### config.mk
export PLATFORM = sky130hd
export DESIGN_NAME = gpio16_irq_ctrl
export DESIGN_NICKNAME = d
export VERILOG_FILES = /design/src/rtl/gpio16_pkg.sv /design/src/rtl/gpio_sync.sv /design/src/rtl/gpio_line_detect.sv /design/src/rtl/gpio_regfile.sv /design/src/rtl/gpio16_irq_ctrl.sv
export SDC_FILE = /design/constraint.sdc
export NUM_CORES = 1
export LEC_CHECK = 0
export BUFFER_PORTS_ARGS = -buffer_cell sky130_fd_sc_hd__buf_2
export CAP_MARGIN = 40
export CORE_MARGIN = 2
export CORE_UTILIZATION = 58
export CTS_CLUSTER_DIAMETER = 30
export DETAILED_ROUTE_END_ITERATION = 10
export MAX_ROUTING_LAYER = met4
export PLACE_DENSITY = 0.91
export SLEW_MARGIN = 20
export SYNTH_ARGS = -nofsm -noshare
export SYNTH_HDL_FRONTEND = slang
export SYNTH_SLANG_ARGS = --single-unit
export TNS_END_PERCENT = 1
### constraint.sdc
create_clock -name clk_i -period 1.8 [get_ports clk_i]
set_input_delay 0.18 -clock clk_i [delete_from_list [all_inputs] [get_ports clk_i]]
set_output_delay 0.18 -clock clk_i [all_outputs]
set_load 0.01 [all_outputs]
### src/rtl/gpio16_pkg.sv
package gpio16_pkg;
  localparam int unsigned STYLE_W      = 3;
  localparam int unsigned LINES_PER_SW = 8;

  typedef enum logic [2:0] {
    STY_LVL_HI = 3'd0,
    STY_LVL_LO = 3'd1,
    STY_RISE   = 3'd2,
    STY_FALL   = 3'd3,
    STY_ANY    = 3'd4
  } style_e;

  // word index = byte offset / 4
  typedef enum logic [2:0] {
    RI_OUT    = 3'd0,
    RI_DIR    = 3'd1,
    RI_IN     = 3'd2,
    RI_STAT   = 3'd3,
    RI_STY_LO = 3'd4,
    RI_STY_HI = 3'd5,
    RI_CLK    = 3'd6,
    RI_DBNC   = 3'd7
  } reg_idx_e;
endpackage

### src/rtl/gpio_sync.sv
module gpio_sync #(
  parameter int W      = 16,
  parameter int STAGES = 2
) (
  input  logic         clk_i,
  input  logic         rst_ni,
  input  logic [W-1:0] d_i,
  output logic [W-1:0] q_o
);
  logic [W-1:0] stg_q [STAGES];

  always_ff @(posedge clk_i or negedge rst_ni) begin
    if (!rst_ni) begin
      for (int s = 0; s < STAGES; s++) stg_q[s] <= '0;
    end else begin
      stg_q[0] <= d_i;
      for (int s = 1; s < STAGES; s++) stg_q[s] <= stg_q[s-1];
    end
  end

  assign q_o = stg_q[STAGES-1];
endmodule

### src/rtl/gpio_line_detect.sv
module gpio_line_detect
  import gpio16_pkg::*;
(
  input  logic               cur_i,
  input  logic               prev_i,
  input  logic [STYLE_W-1:0] style_i,
  output logic               hit_o
);
  always_comb begin
    case (style_i)
      STY_LVL_HI: hit_o = cur_i;
      STY_LVL_LO: hit_o = ~cur_i;
      STY_RISE:   hit_o = cur_i & ~prev_i;
      STY_FALL:   hit_o = ~cur_i & prev_i;
      STY_ANY:    hit_o = cur_i ^ prev_i;
      default:    hit_o = 1'b0; // codes 5..7: detection off
    endcase
  end
endmodule

### src/rtl/gpio_regfile.sv
module gpio_regfile
  import gpio16_pkg::*;
#(
  parameter int NUM_LINES = 16,
  parameter int DATA_W    = 32,
  parameter int STY_W     = 24
) (
  input  logic                 clk_i,
  input  logic                 rst_ni,
  input  logic [2:0]           idx_i,
  input  logic                 we_i,
  input  logic [DATA_W-1:0]    wdata_i,
  input  logic [NUM_LINES-1:0] line_in_i,
  input  logic [NUM_LINES-1:0] set_i,
  output logic [DATA_W-1:0]    rdata_o,
  output logic [NUM_LINES-1:0] out_o,
  output logic [NUM_LINES-1:0] dir_o,
  output logic [NUM_LINES-1:0] status_o,
  output logic [STY_W-1:0]     sty_lo_o,
  output logic [STY_W-1:0]     sty_hi_o
);
  logic [NUM_LINES-1:0] out_q, dir_q, status_q, clr;
  logic [STY_W-1:0]     sty_lo_q, sty_hi_q;
  logic [DATA_W-1:0]    clk_q, dbnc_q;

  always_ff @(posedge clk_i or negedge rst_ni) begin
    if (!rst_ni) begin
      out_q    <= '0;
      dir_q    <= '1;
      sty_lo_q <= '0;
      sty_hi_q <= '0;
      clk_q    <= '0;
      dbnc_q   <= '0;
    end else if (we_i) begin
      case (idx_i)
        RI_OUT:    out_q    <= wdata_i[NUM_LINES-1:0];
        RI_DIR:    dir_q    <= wdata_i[NUM_LINES-1:0];
        RI_STY_LO: sty_lo_q <= wdata_i[STY_W-1:0];
        RI_STY_HI: sty_hi_q <= wdata_i[STY_W-1:0];
        RI_CLK:    clk_q    <= wdata_i;
        RI_DBNC:   dbnc_q   <= wdata_i;
        default: ;
      endcase
    end
  end

  assign clr = (we_i && idx_i == RI_STAT) ? wdata_i[NUM_LINES-1:0] : '0;

  // set after clear: a same-cycle event survives
  always_ff @(posedge clk_i or negedge rst_ni) begin
    if (!rst_ni) status_q <= '0;
    else         status_q <= (status_q & ~clr) | set_i;
  end

  always_comb begin
    rdata_o = '0;
    case (idx_i)
      RI_OUT:    rdata_o[NUM_LINES-1:0] = out_q;
      RI_DIR:    rdata_o[NUM_LINES-1:0] = dir_q;
      RI_IN:     rdata_o[NUM_LINES-1:0] = line_in_i;
      RI_STAT:   rdata_o[NUM_LINES-1:0] = status_q;
      RI_STY_LO: rdata_o[STY_W-1:0]     = sty_lo_q;
      RI_STY_HI: rdata_o[STY_W-1:0]     = sty_hi_q;
      RI_CLK:    rdata_o                = clk_q;
      default:   rdata_o                = dbnc_q;
    endcase
  end

  assign out_o    = out_q;
  assign dir_o    = dir_q;
  assign status_o = status_q;
  assign sty_lo_o = sty_lo_q;
  assign sty_hi_o = sty_hi_q;
endmodule

### src/rtl/gpio16_irq_ctrl.sv
module gpio16_irq_ctrl
  import gpio16_pkg::*;
#(
  parameter int NUM_LINES   = 16,
  parameter int IRQ_LINES   = 13,
  parameter int SYNC_STAGES = 2,
  parameter int DATA_W      = 32,
  parameter int ADDR_W      = 3
) (
  input  logic                 clk_i,
  input  logic                 rst_ni,
  input  logic [ADDR_W-1:0]    reg_addr_i,
  input  logic                 reg_we_i,
  input  logic [DATA_W-1:0]    reg_wdata_i,
  output logic [DATA_W-1:0]    reg_rdata_o,
  input  logic [NUM_LINES-1:0] pin_in_i,
  output logic [NUM_LINES-1:0] pin_out_o,
  output logic [NUM_LINES-1:0] pin_oe_n_o,
  output logic [IRQ_LINES-1:0] irq_o
);
  localparam int STY_W = STYLE_W * LINES_PER_SW;

  logic [NUM_LINES-1:0] line_in, prev_q, hit, status, dir;
  logic [STY_W-1:0]     sty_lo, sty_hi;
  logic [STYLE_W-1:0]   line_style [NUM_LINES];

  gpio_sync #(.W(NUM_LINES), .STAGES(SYNC_STAGES)) u_sync (
    .clk_i (clk_i),
    .rst_ni(rst_ni),
    .d_i   (pin_in_i),
    .q_o   (line_in)
  );

  always_ff @(posedge clk_i or negedge rst_ni) begin
    if (!rst_ni) prev_q <= '0;
    else         prev_q <= line_in;
  end

  for (genvar i = 0; i < NUM_LINES; i++) begin : g_line
    if (i < LINES_PER_SW) begin : g_lo
      assign line_style[i] = sty_lo[STYLE_W*i +: STYLE_W];
    end else begin : g_hi
      assign line_style[i] = sty_hi[STYLE_W*(i-LINES_PER_SW) +: STYLE_W];
    end
    gpio_line_detect u_det (
      .cur_i  (line_in[i]),
      .prev_i (prev_q[i]),
      .style_i(line_style[i]),
      .hit_o  (hit[i])
    );
  end

  gpio_regfile #(.NUM_LINES(NUM_LINES), .DATA_W(DATA_W), .STY_W(STY_W)) u_regs (
    .clk_i    (clk_i),
    .rst_ni   (rst_ni),
    .idx_i    (reg_addr_i),
    .we_i     (reg_we_i),
    .wdata_i  (reg_wdata_i),
    .line_in_i(line_in),
    .set_i    (hit),
    .rdata_o  (reg_rdata_o),
    .out_o    (pin_out_o),
    .dir_o    (dir),
    .status_o (status),
    .sty_lo_o (sty_lo),
    .sty_hi_o (sty_hi)
  );

  assign pin_oe_n_o = dir;
  assign irq_o      = status[IRQ_LINES-1:0];
endmodule

==> impl_metrics.ini <==
[layout]
final_nets = 1058
area_delta_synth_final_pct = 30.79
fin_util_pct = 76.75
diodes = 0
drive_gt1_share_pct = 46.37
most-common-layout-cells = 167 x dfrtp_1, 125 x buf_2, 93 x mux2_2, 53 x nor2_1, 49 x buf_4
final_common_cell = dfrtp_1

[timing]
max_clock_freq_mhz = 488.8
setup_viol = 24
hold_violations = 0
tightest_slew_ns = 0.6611
setup-tns-final_ns = -2.359
rsz0062_at_grt = yes
min_period_ns = 2.046
fin_ws_ns = -0.2457
fin_crit_sh_pct = 113.6
slew_headroom_pct = 55.76
report.final.slew_viol_count = 0
finClkSkew_ns = 0.02882

[clock_tree]
cts_buffers = 42
cts_sinks = 208
cts-root-buf = clkbuf_16
worstSkewPairLatency_ns = 0.54
cts.clk_slew.worst_paths_ns = 0.05
clock_path_buffers = 3
htree_levels = 2
cts_tree = built

[synthesis]
synth.avg_cell_area_sq_um = 13.34
synth.distinct_cells = 41
yosysWarnings = 0
synthesis.instances = 750
synth_seq_cells = 208
syn_area_sq_mm = 0.01001
seq_area_frac_synth_pct = 52.21
synth_nets = 836

[drt]
initialDrtViolationCount = 861
wire_per_inst_um = 24.51
wl_mm = 30.15
vias_per_cell = 6.267
drt.antenna.violating_nets = 0
drc_errors = 0
vias = 7708
first_pass_iters = 6

[worst_hold_path]
hold_class = input pin to flip-flop

[critical_path]
cp.arrival_ns = 1.87
worst-r2r-setup-slack_ns = 0.32
cp_max_fo = 2
r2r_end = u_regs.status_o[9]
cp-start-kind = flip-flop
crit_path_end_kind = output pin
worstSetupEndpoint = reg_rdata_o[10]
reg2reg_depth = 5
rr_startpoint = u_sync.q_o[9]
critPathLaunch = u_regs.sty_hi_o[10]
criticalPathCategory = flip-flop to output pin
required_ns = 1.62

[global_routing]
grt_pass1_vias = 8131
antenna_found_initial = 0
grt_max_degree = 59
grt_pass1_wl_mm = 46.46
track_usage_pct = 34.50
overflow = 0

[floorplan]
initial_utilization_pct = 58.68
io_pins = 131
die_w_um = 135.4
dieArea_sq_mm = 0.01832
core_area_sq_mm = 0.01706
die_height_um = 135.4
rows = 48

[placed_design]
pre_cts_ws_ns = -0.08216
numPortBuffers = 130
place_hpwl_mm = 17.43
globalplace.congestion = 0.8681

[run]
max-cap-violations = 0

[power]
p_leak_nw = 6.040
ir_worst_vdd_uv = 832.3
power_density_mw_per_mm2 = 1292

[status]
status = complete, but fails checks
violations = negative setup slack
cells by family after synthesis:
| group | after synthesis | share of synthesized area, % |
|---|---|---|
| buffers and inverters | 83 | 4.463 |
| DFF | 208 | 52.21 |
| and+or+nand+nor | 119 | 6.188 |
| adders and majority gates | 32 | 4.000 |
| xor gates and xnor gates | 15 | 1.313 |
| AOI/OAI and AO/OA | 97 | 7.913 |
| muxes | 196 | 23.92 |
stage by stage:
stage	instance area, sq um	power [W]	hold WS (ns)	std cells
after floorplan	10010	0.007902	-0.1156	750
after global placement	11150	0.008803	0.1912	1111
after detailed placement	11160	0.008968	0.1936	1112
after CTS	13040	0.01678	0.0009199	1230
after global routing	13090	0.01743	0.01655	1230
final	13090	0.01692	0.01204	1230
routing by layer:
layer | global-route usage (%) | wire length [um]
met1 | 42.23 | 11090
met2 | 54.79 | 14550
met3 | 7.071 | 2875
met4 | 17.65 | 1633
met5 | - | 0
power by group:
| group | leakage [nW] | switching (W) | internal [W] |
|---|---|---|---|
| clock | 0.667 | 0.00264 | 0.00493 |
| sequential | 2.38 | 0.000864 | 0.00558 |
| combinational | 2.99 | 0.00131 | 0.00159 |
registers in the layout (all words and copies together), names as in the netlist:
signal,count
u_regs.out_o,16
u_sync.q_o,16
u_regs.dir_o,16
u_regs.clk_q,32
u_regs.sty_lo_o,24
u_sync.stg_q,16
u_regs.status_o,16
u_regs.sty_hi_o,24
prev_q,16
u_regs.dbnc_q,32
layout make-up:
class	instances	area, sq um
Clock buffer	55	1181
Clock inverter	22	209.0
Fill cell	894	3966
Inverter	33	123.9
Multi-Input combinational cell	459	4413
Sequential cell	208	5256
Tap cell	225	281.5
Timing Repair Buffer	228	1625
repair_timing:
action                     in CTS  in global routing
hold endpoints to repair      136                  0
hold buffers                   39                  0
pin swaps                      12                  0
setup endpoints to repair      24                 24
resized for setup              28                 20
setup buffers                   2                  0
worst max-delay path: stages, from the launching register on:
cell	delay, ns
dfrtp_1	0.40
mux2_4	0.28
o221ai_2	0.20
o221ai_2	0.16
o21a_1	0.15
buf_2	0.14
cells in the mapped netlist, drive strengths merged:
cell type  number  area [sq um]
o32a           13         130.1
o21a            2         15.01
and2            9         56.30
mux2i          43         430.4
nand3           3         15.01
nor3            4         42.54
nor2           54         205.2
or2             3         18.77
ha             32         400.4
nand4           1         6.260
mux4            8         180.2
and4b           1         10.01
nor4b          16         140.1
a32o            1         10.01
nand2b          5         38.78
a211oi         16         120.1
xor2           15         131.4
o21ai           7         35.03
clkbuf          4         15.01
dfrtp         192          4805
a21oi           3         15.01
inv            33         123.9
a211o          15         131.4
o221ai          5         43.79
o2bb2ai        22         192.7
a22oi          11         82.58
o211ai          1         7.510
dfstp          16         420.4
o32ai           1         8.760
nand2          23         86.33
buf            46         307.8
mux2          145          1783
how the worst min path moves through the flow:
stage,startpoint,end,slack (ns),cells after the start
after floorplan,rst_ni,prev_q[0],-0.12,0
after global routing,reg_wdata_i[6],u_regs.sty_hi_o[6],0.02,2
after CTS,reg_wdata_i[9],u_regs.clk_q[9],0.0009,2
final,reg_wdata_i[6],u_regs.sty_hi_o[6],0.01,2
after detailed placement,rst_ni,u_sync.stg_q[17],0.19,1
after global placement,rst_ni,u_sync.stg_q[17],0.19,1
(Power assumes the default switching activity.)
